==> src/rtl/rtc_pkg.sv <==
package rtc_pkg;
  localparam int FLD_SEC  = 0;
  localparam int ALM_SEC  = 1;
  localparam int FLD_MIN  = 2;
  localparam int ALM_MIN  = 3;
  localparam int FLD_HR   = 4;
  localparam int ALM_HR   = 5;
  localparam int FLD_DOW  = 6;
  localparam int FLD_DOM  = 7;
  localparam int FLD_MON  = 8;
  localparam int FLD_YR   = 9;
  localparam int NUM_FLD  = 10;
  localparam int CTRL_IDX = 11;

  // Control byte bit positions
  localparam int CB_FREEZE = 7;
  localparam int CB_BIN    = 2;
  localparam int CB_H24    = 1;

  function automatic logic [7:0] to_bcd(input logic [7:0] v);
    logic [7:0] tens;
    logic [7:0] ones;
    tens = v / 8'd10;
    ones = v % 8'd10;
    return {tens[3:0], ones[3:0]};
  endfunction

  function automatic logic [7:0] enc(input logic [7:0] v, input logic bin);
    return bin ? v : to_bcd(v);
  endfunction

  function automatic logic [7:0] dec(input logic [7:0] b, input logic bin);
    return bin ? b : ({4'b0, b[3:0]} + ({4'b0, b[7:4]} * 8'd10));
  endfunction
endpackage

==> src/rtl/rtc_time_advance.sv <==
module rtc_time_advance (
  input  logic       bin_mode,
  input  logic       h24_mode,
  input  logic [7:0] sec_i,
  input  logic [7:0] min_i,
  input  logic [7:0] hr_i,
  input  logic [7:0] dow_i,
  input  logic [7:0] dom_i,
  input  logic [7:0] mon_i,
  input  logic [7:0] yr_i,
  output logic [7:0] sec_o,
  output logic [7:0] min_o,
  output logic [7:0] hr_o,
  output logic [7:0] dow_o,
  output logic [7:0] dom_o,
  output logic [7:0] mon_o,
  output logic [7:0] yr_o
);
  import rtc_pkg::*;

  logic [7:0] s, m, h, w, d, mo, y, h12;
  logic [7:0] s_n, m_n, h_n, w_n, d_n, mo_n, y_n;
  logic [7:0] mlen, h12_n, h_enc;
  logic       pm, pm_n, c_s, c_m, c_h, c_d, c_mo;

  always_comb begin
    s   = dec(sec_i, bin_mode);
    m   = dec(min_i, bin_mode);
    w   = dec(dow_i, bin_mode);
    d   = dec(dom_i, bin_mode);
    mo  = dec(mon_i, bin_mode);
    y   = dec(yr_i,  bin_mode);
    pm  = hr_i[7];
    h12 = dec({1'b0, hr_i[6:0]}, bin_mode);
    if (h24_mode) h = dec(hr_i, bin_mode);
    else if (h12 == 8'd12) h = pm ? 8'd12 : 8'd0;
    else h = pm ? (h12 + 8'd12) : h12;

    case (mo)
      8'd2:                    mlen = (y[1:0] == 2'b00) ? 8'd29 : 8'd28;
      8'd4, 8'd6, 8'd9, 8'd11: mlen = 8'd30;
      default:                 mlen = 8'd31;
    endcase

    c_s  = (s >= 8'd59);
    s_n  = c_s ? 8'd0 : s + 8'd1;
    c_m  = c_s && (m >= 8'd59);
    m_n  = c_s ? ((m >= 8'd59) ? 8'd0 : m + 8'd1) : m;
    c_h  = c_m && (h >= 8'd23);
    h_n  = c_m ? ((h >= 8'd23) ? 8'd0 : h + 8'd1) : h;
    w_n  = c_h ? ((w >= 8'd7) ? 8'd1 : w + 8'd1) : w;
    c_d  = c_h && (d >= mlen);
    d_n  = c_h ? ((d >= mlen) ? 8'd1 : d + 8'd1) : d;
    c_mo = c_d && (mo >= 8'd12);
    mo_n = c_d ? ((mo >= 8'd12) ? 8'd1 : mo + 8'd1) : mo;
    y_n  = c_mo ? ((y >= 8'd99) ? 8'd0 : y + 8'd1) : y;

    pm_n = (h_n >= 8'd12);
    if (h_n == 8'd0 || h_n == 8'd12) h12_n = 8'd12;
    else if (h_n > 8'd12)            h12_n = h_n - 8'd12;
    else                             h12_n = h_n;
    h_enc = enc(h12_n, bin_mode);

    sec_o = enc(s_n, bin_mode);
    min_o = enc(m_n, bin_mode);
    hr_o  = h24_mode ? enc(h_n, bin_mode) : {pm_n, h_enc[6:0]};
    dow_o = enc(w_n, bin_mode);
    dom_o = enc(d_n, bin_mode);
    mon_o = enc(mo_n, bin_mode);
    yr_o  = enc(y_n, bin_mode);
  end
endmodule

==> src/rtl/rtc_alarm_cmp.sv <==
module rtc_alarm_cmp #(
  parameter int NCMP = 3
) (
  input  logic [NCMP-1:0][7:0] cur,
  input  logic [NCMP-1:0][7:0] alm,
  output logic                 hit
);
  logic [NCMP-1:0] ok;

  for (genvar g = 0; g < NCMP; g++) begin : g_fld
    assign ok[g] = (alm[g][7:6] == 2'b11) || (alm[g] == cur[g]);
  end

  assign hit = &ok;
endmodule

==> src/rtl/rtc_calendar_core.sv <==
module rtc_calendar_core #(
  parameter int IDX_W = 4
) (
  input  logic       clk,
  input  logic       rst,
  input  logic       tick_1hz,
  input  logic       idx_we,
  input  logic       dat_we,
  input  logic [7:0] wdata,
  output logic [7:0] rdata,
  output logic       alarm_hit
);
  import rtc_pkg::*;

  localparam logic [IDX_W-1:0] I_NFLD = IDX_W'(NUM_FLD);
  localparam logic [IDX_W-1:0] I_CTRL = IDX_W'(CTRL_IDX);

  logic [7:0]       fld_q [0:NUM_FLD-1];
  logic [7:0]       ctrl_q;
  logic [IDX_W-1:0] idx_q;
  logic             upd;
  logic             match;
  logic [7:0]       n_sec, n_min, n_hr, n_dow, n_dom, n_mon, n_yr;

  assign upd = tick_1hz && !ctrl_q[CB_FREEZE] && !dat_we;

  rtc_time_advance u_adv (
    .bin_mode (ctrl_q[CB_BIN]),
    .h24_mode (ctrl_q[CB_H24]),
    .sec_i    (fld_q[FLD_SEC]),
    .min_i    (fld_q[FLD_MIN]),
    .hr_i     (fld_q[FLD_HR]),
    .dow_i    (fld_q[FLD_DOW]),
    .dom_i    (fld_q[FLD_DOM]),
    .mon_i    (fld_q[FLD_MON]),
    .yr_i     (fld_q[FLD_YR]),
    .sec_o    (n_sec),
    .min_o    (n_min),
    .hr_o     (n_hr),
    .dow_o    (n_dow),
    .dom_o    (n_dom),
    .mon_o    (n_mon),
    .yr_o     (n_yr)
  );

  rtc_alarm_cmp #(.NCMP(3)) u_alm (
    .cur ({n_hr, n_min, n_sec}),
    .alm ({fld_q[ALM_HR], fld_q[ALM_MIN], fld_q[ALM_SEC]}),
    .hit (match)
  );

  always_ff @(posedge clk) begin
    if (rst) begin
      for (int k = 0; k < NUM_FLD; k++) fld_q[k] <= 8'h00;
      fld_q[FLD_DOW] <= 8'h01;
      fld_q[FLD_DOM] <= 8'h01;
      fld_q[FLD_MON] <= 8'h01;
      ctrl_q    <= 8'h02;
      idx_q     <= '0;
      alarm_hit <= 1'b0;
    end else begin
      if (idx_we) idx_q <= wdata[IDX_W-1:0];
      if (dat_we) begin
        if (idx_q < I_NFLD)       fld_q[idx_q] <= wdata;
        else if (idx_q == I_CTRL) ctrl_q <= wdata;
      end else if (upd) begin
        fld_q[FLD_SEC] <= n_sec;
        fld_q[FLD_MIN] <= n_min;
        fld_q[FLD_HR]  <= n_hr;
        fld_q[FLD_DOW] <= n_dow;
        fld_q[FLD_DOM] <= n_dom;
        fld_q[FLD_MON] <= n_mon;
        fld_q[FLD_YR]  <= n_yr;
      end
      alarm_hit <= upd && match;
    end
  end

  always_ff @(posedge clk) begin
    if (rst)                  rdata <= 8'h00;
    else if (idx_q < I_NFLD)  rdata <= fld_q[idx_q];
    else if (idx_q == I_CTRL) rdata <= ctrl_q;
    else                      rdata <= 8'h00;
  end
endmodule

==> config.mk <==
export PLATFORM = sky130hd
export DESIGN_NAME = rtc_calendar_core
export DESIGN_NICKNAME = d
export VERILOG_FILES = /design/src/rtl/rtc_pkg.sv /design/src/rtl/rtc_time_advance.sv /design/src/rtl/rtc_alarm_cmp.sv /design/src/rtl/rtc_calendar_core.sv
export SDC_FILE = /design/constraint.sdc
export NUM_CORES = 1
export LEC_CHECK = 0
export ABC_CLOCK_PERIOD_IN_PS = 7700
export BUFFER_PORTS_ARGS = -buffer_cell sky130_fd_sc_hd__buf_2
export CAP_MARGIN = 15
export CORE_ASPECT_RATIO = 0.9
export CORE_MARGIN = 2
export CORE_UTILIZATION = 45
export DETAILED_ROUTE_END_ITERATION = 10
export SLEW_MARGIN = 20
export SYNTH_ARGS = -nofsm -noshare
export SYNTH_HDL_FRONTEND = slang
export SYNTH_SLANG_ARGS = --single-unit
==> constraint.sdc <==
create_clock -name clk -period 7.7 [get_ports clk]
set_clock_uncertainty 0.05 [all_clocks]
set_input_delay 0.385 -clock clk [delete_from_list [all_inputs] [get_ports clk]]
set_output_delay 0.385 -clock clk [all_outputs]
set_load 0.01 [all_outputs]
==> impl_metrics.env <==
export IMPL_status="finished, final reports clean"
export IMPL_timing_slew_headroom_pct=23.3
export IMPL_cts_tree="yes"
export IMPL_peakVddDrop_mv=0.341
export IMPL_grt_pass1_wl_mm=76.1
export IMPL_async_reset_ff_share_pct=0
export IMPL_min_path_type="input pin to register"
export IMPL_p_leak_nw=6.60
export IMPL_layout_common_cells="166 x nand2_1, 141 x nor2_1, 128 x edfxtp_1, 123 x a21oi_1, 97 x o21ai_0"
export IMPL_tightest_slew_ns=1.14
export IMPL_grt_max_degree=61
export IMPL_syn_area_per_cell_um2=8.90
export IMPL_die_h_um=184
export IMPL_hp_start="dat_we"
export IMPL_met1_usage_pct=36.7
export IMPL_routed_wl_mm=48.0
export IMPL_post_route_drc_count=0
export IMPL_setup_viol=0
export IMPL_core_area_um2=35200
export IMPL_root_buffer="clkbuf_16"
export IMPL_maxCapViolCount=0
export IMPL_hold_depth=3
export IMPL_vias=14800
export IMPL_synth_seq_cells=153
export IMPL_worstPathRequired_ns=8.02
export IMPL_io_pins=22
export IMPL_grt_pass1_vias=13800
export IMPL_synth_top_area_share_pct=23.8
export IMPL_syn_area_um2=16200
export IMPL_netlist_instances=1815
export IMPL_grt_use_met3_pct=2.62
export IMPL_placed_area_um2=16900
export IMPL_r2r_slack_ns=0.47
export IMPL_setup_ws_ns=0.468
export IMPL_netlist_top_cell_by_area="edfxtp_1"
export IMPL_cts_path_max_buffers=2
export IMPL_ys_seq_area_share_pct=26.9
export IMPL_startpoint_type="register"
export IMPL_clock_latency_ns=0.43
export IMPL_path_max_fanout=14
export IMPL_grt_use_met2_pct=40.7
export IMPL_drtIter0Drc=1433
export IMPL_worstPathArrival_ns=7.55
export IMPL_slowest_delay_ns=0.68
export IMPL_place_gp_congestion=0.906
export IMPL_post_route_period_util_pct=93.9
export IMPL_drtPass1Iterations=5
export IMPL_synthTopCellsByArea="edfxtp_1 24%, ha_1 6.0%, mux4_2 5.6%"
export IMPL_cts_sinks=153
export IMPL_dp_slack_ns=0.0768
export IMPL_ctsHoldBuffers=0
export IMPL_final_antenna_net_count=0
export IMPL_r2r_end="alarm_hit"
export IMPL_p_per_area_nw_per_um2=459
export IMPL_port_buffers=21
export IMPL_n_antenna_cell=0
export IMPL_clk_pin_slew_ns=0.07
export IMPL_yosysUniqueCellTypes=115
export IMPL_stdcell_area_um2=17600
export IMPL_final_common_cell="nand2_1"
export IMPL_crit_chain="ha_1, ha_1, fa_1, or3_1, a31o_1, or4_1, buf_4, a21oi_2, a221o_1, nand2_1, a221oi_1, o22ai_1, maj3_1, o21a_1, a21oi_1, xor2_1, or4_1, o31ai_1, buf_4, o31ai_1, nor4_1, a41o_1"
export IMPL_synth_warning_count=0
export IMPL_cts_buffers=17
export IMPL_start_util_pct=45.9
export IMPL_fin_nets=1945
export IMPL_cpMaxStageDelayCell="or4_1"
export IMPL_hold_viol_final=0
export IMPL_synth_edf_count=128
export IMPL_fp_row_count=65
export IMPL_r2r_start="fld_q[0][5]"
export IMPL_busiest_layer="met2"
export IMPL_critPathCaptureType="register"
export IMPL_overflow=0
export IMPL_synth_ff_type="edfxtp_1"
export IMPL_hold_end="ctrl_q[2]"
export IMPL_worst_setup_path_type="register to register"
export IMPL_n_fill_cell=3338
export IMPL_slew_viol_final=0
export IMPL_cts_htree_levels=4
export IMPL_fmax_ghz=0.138
export IMPL_ff2ff_path_depth=22
export IMPL_drive_gt1_share_pct=13.9
export IMPL_dieArea_um2=37400
export IMPL_drt_wirelength_per_cell_um=20.7
export IMPL_period_needed_ns=7.23
export IMPL_hpwlAfterDp_mm=35.1
export IMPL_grt_util_all_layers_pct=25.4
export IMPL_tns_ns=0
export IMPL_viasPerCell=6.38
export IMPL_area_growth_pct=9.18
export IMPL_fp_dieW_um=204
export IMPL_rsz0062_at_grt="false"
export IMPL_antenna_found_initial=0
==> through the flow <==
step / utilization (%) / total power, mW / std cells / hold WS (ns)
floorplan: - / 5.78 / 1862 / 0.387
global placement: 47.9 / 6.96 / 2284 / 0.392
detailed placement: 47.9 / 7.03 / 2284 / 0.401
CTS: 49.6 / 7.92 / 2316 / 0.262
global route: 50.1 / 8.80 / 2322 / 0.290
finish: 50.1 / 8.10 / 2322 / 0.280
==> Yosys cell counts (all sizes together) (25+ instances only) <==
cell type    n
nand2b      30
nor2       144
a211oi      31
nand2      168
nor3        56
ha          78
a21oi      131
mux2i       33
xor2        31
mux4        40
buf         44
inv         32
clkbuf      68
xnor2       56
dfxtp       25
nand3       55
o21ai      117
a21o        26
and2        44
edfxtp     128
==> routing by layer <==
| metal | wire length (um) | up-vias |
|---|---|---|
| li1 | - | 7010 |
| met1 | 22100 | 7249 |
| met2 | 22000 | 494 |
| met3 | 2770 | 65 |
| met4 | 1080 | 0 |
| met5 | 0 | - |
==> report_power, final <==
group          internal (mW)  total, mW  switching (mW)
clock network          0.491      0.861           0.370
registers               1.02       1.15           0.126
logic                   2.46       6.09            3.63
total                   3.97       8.10            4.13
==> area by class of cell <==
cell class / instances / area [um2] / share of cell area (%)
Timing Repair Buffer: 71 / 480 / 2.72
Sequential cell: 153 / 4350 / 24.7
Inverter: 32 / 123 / 0.695
Clock inverter: 15 / 183 / 1.04
Multi-Input combinational cell: 1565 / 11500 / 65.1
Clock buffer: 17 / 425 / 2.41
Tap cell: 469 / 587 / 3.33
==> flip-flops by register name, summed over array words and instances (netlist names), named ones only <==
name	flops
idx_q	4
alarm_hit	1
ctrl_q	8
rdata	8
fld_q	128
==> kinds of logic after synthesis <==
| kind of cell | synth area share (%) |
|---|---|
| buffers and inverters | 3.87 |
| multiplexers | 9.22 |
| adder cells (fa/ha/maj) | 8.21 |
| XOR/XNOR | 5.13 |
| flip-flops | 26.9 |
| other | 0.0232 |
| AO/OA/AOI/OAI | 26.1 |
| AND/OR/NAND/NOR | 20.5 |
==> worst max path at each step <==
stage	start	endpoint	cells past startpoint
after floorplan	fld_q[8][5]	fld_q[8][3]	28
after global placement	fld_q[4][4]	alarm_hit	26
after detailed placement	fld_q[8][5]	fld_q[9][3]	27
after CTS	fld_q[8][5]	fld_q[9][3]	27
after global routing	fld_q[8][5]	fld_q[8][3]	29
final	fld_q[0][5]	alarm_hit	22
==> critical path: cells and delay by family, from the launching register on <==
kind,cells,cell delay (ns)
flops,1,0.51
fa+ha+maj,4,1.42
xor+xnor,1,0.10
compound gates,10,2.75
simple gates,5,1.90
buf+inv,2,0.44
==> timing repair <==
item	CTS	global route
buffers inserted	0	6
resized for setup	0	25
endpoints found under the setup margin	0	17
No activity file was read; power rests on OpenSTA's default activity.
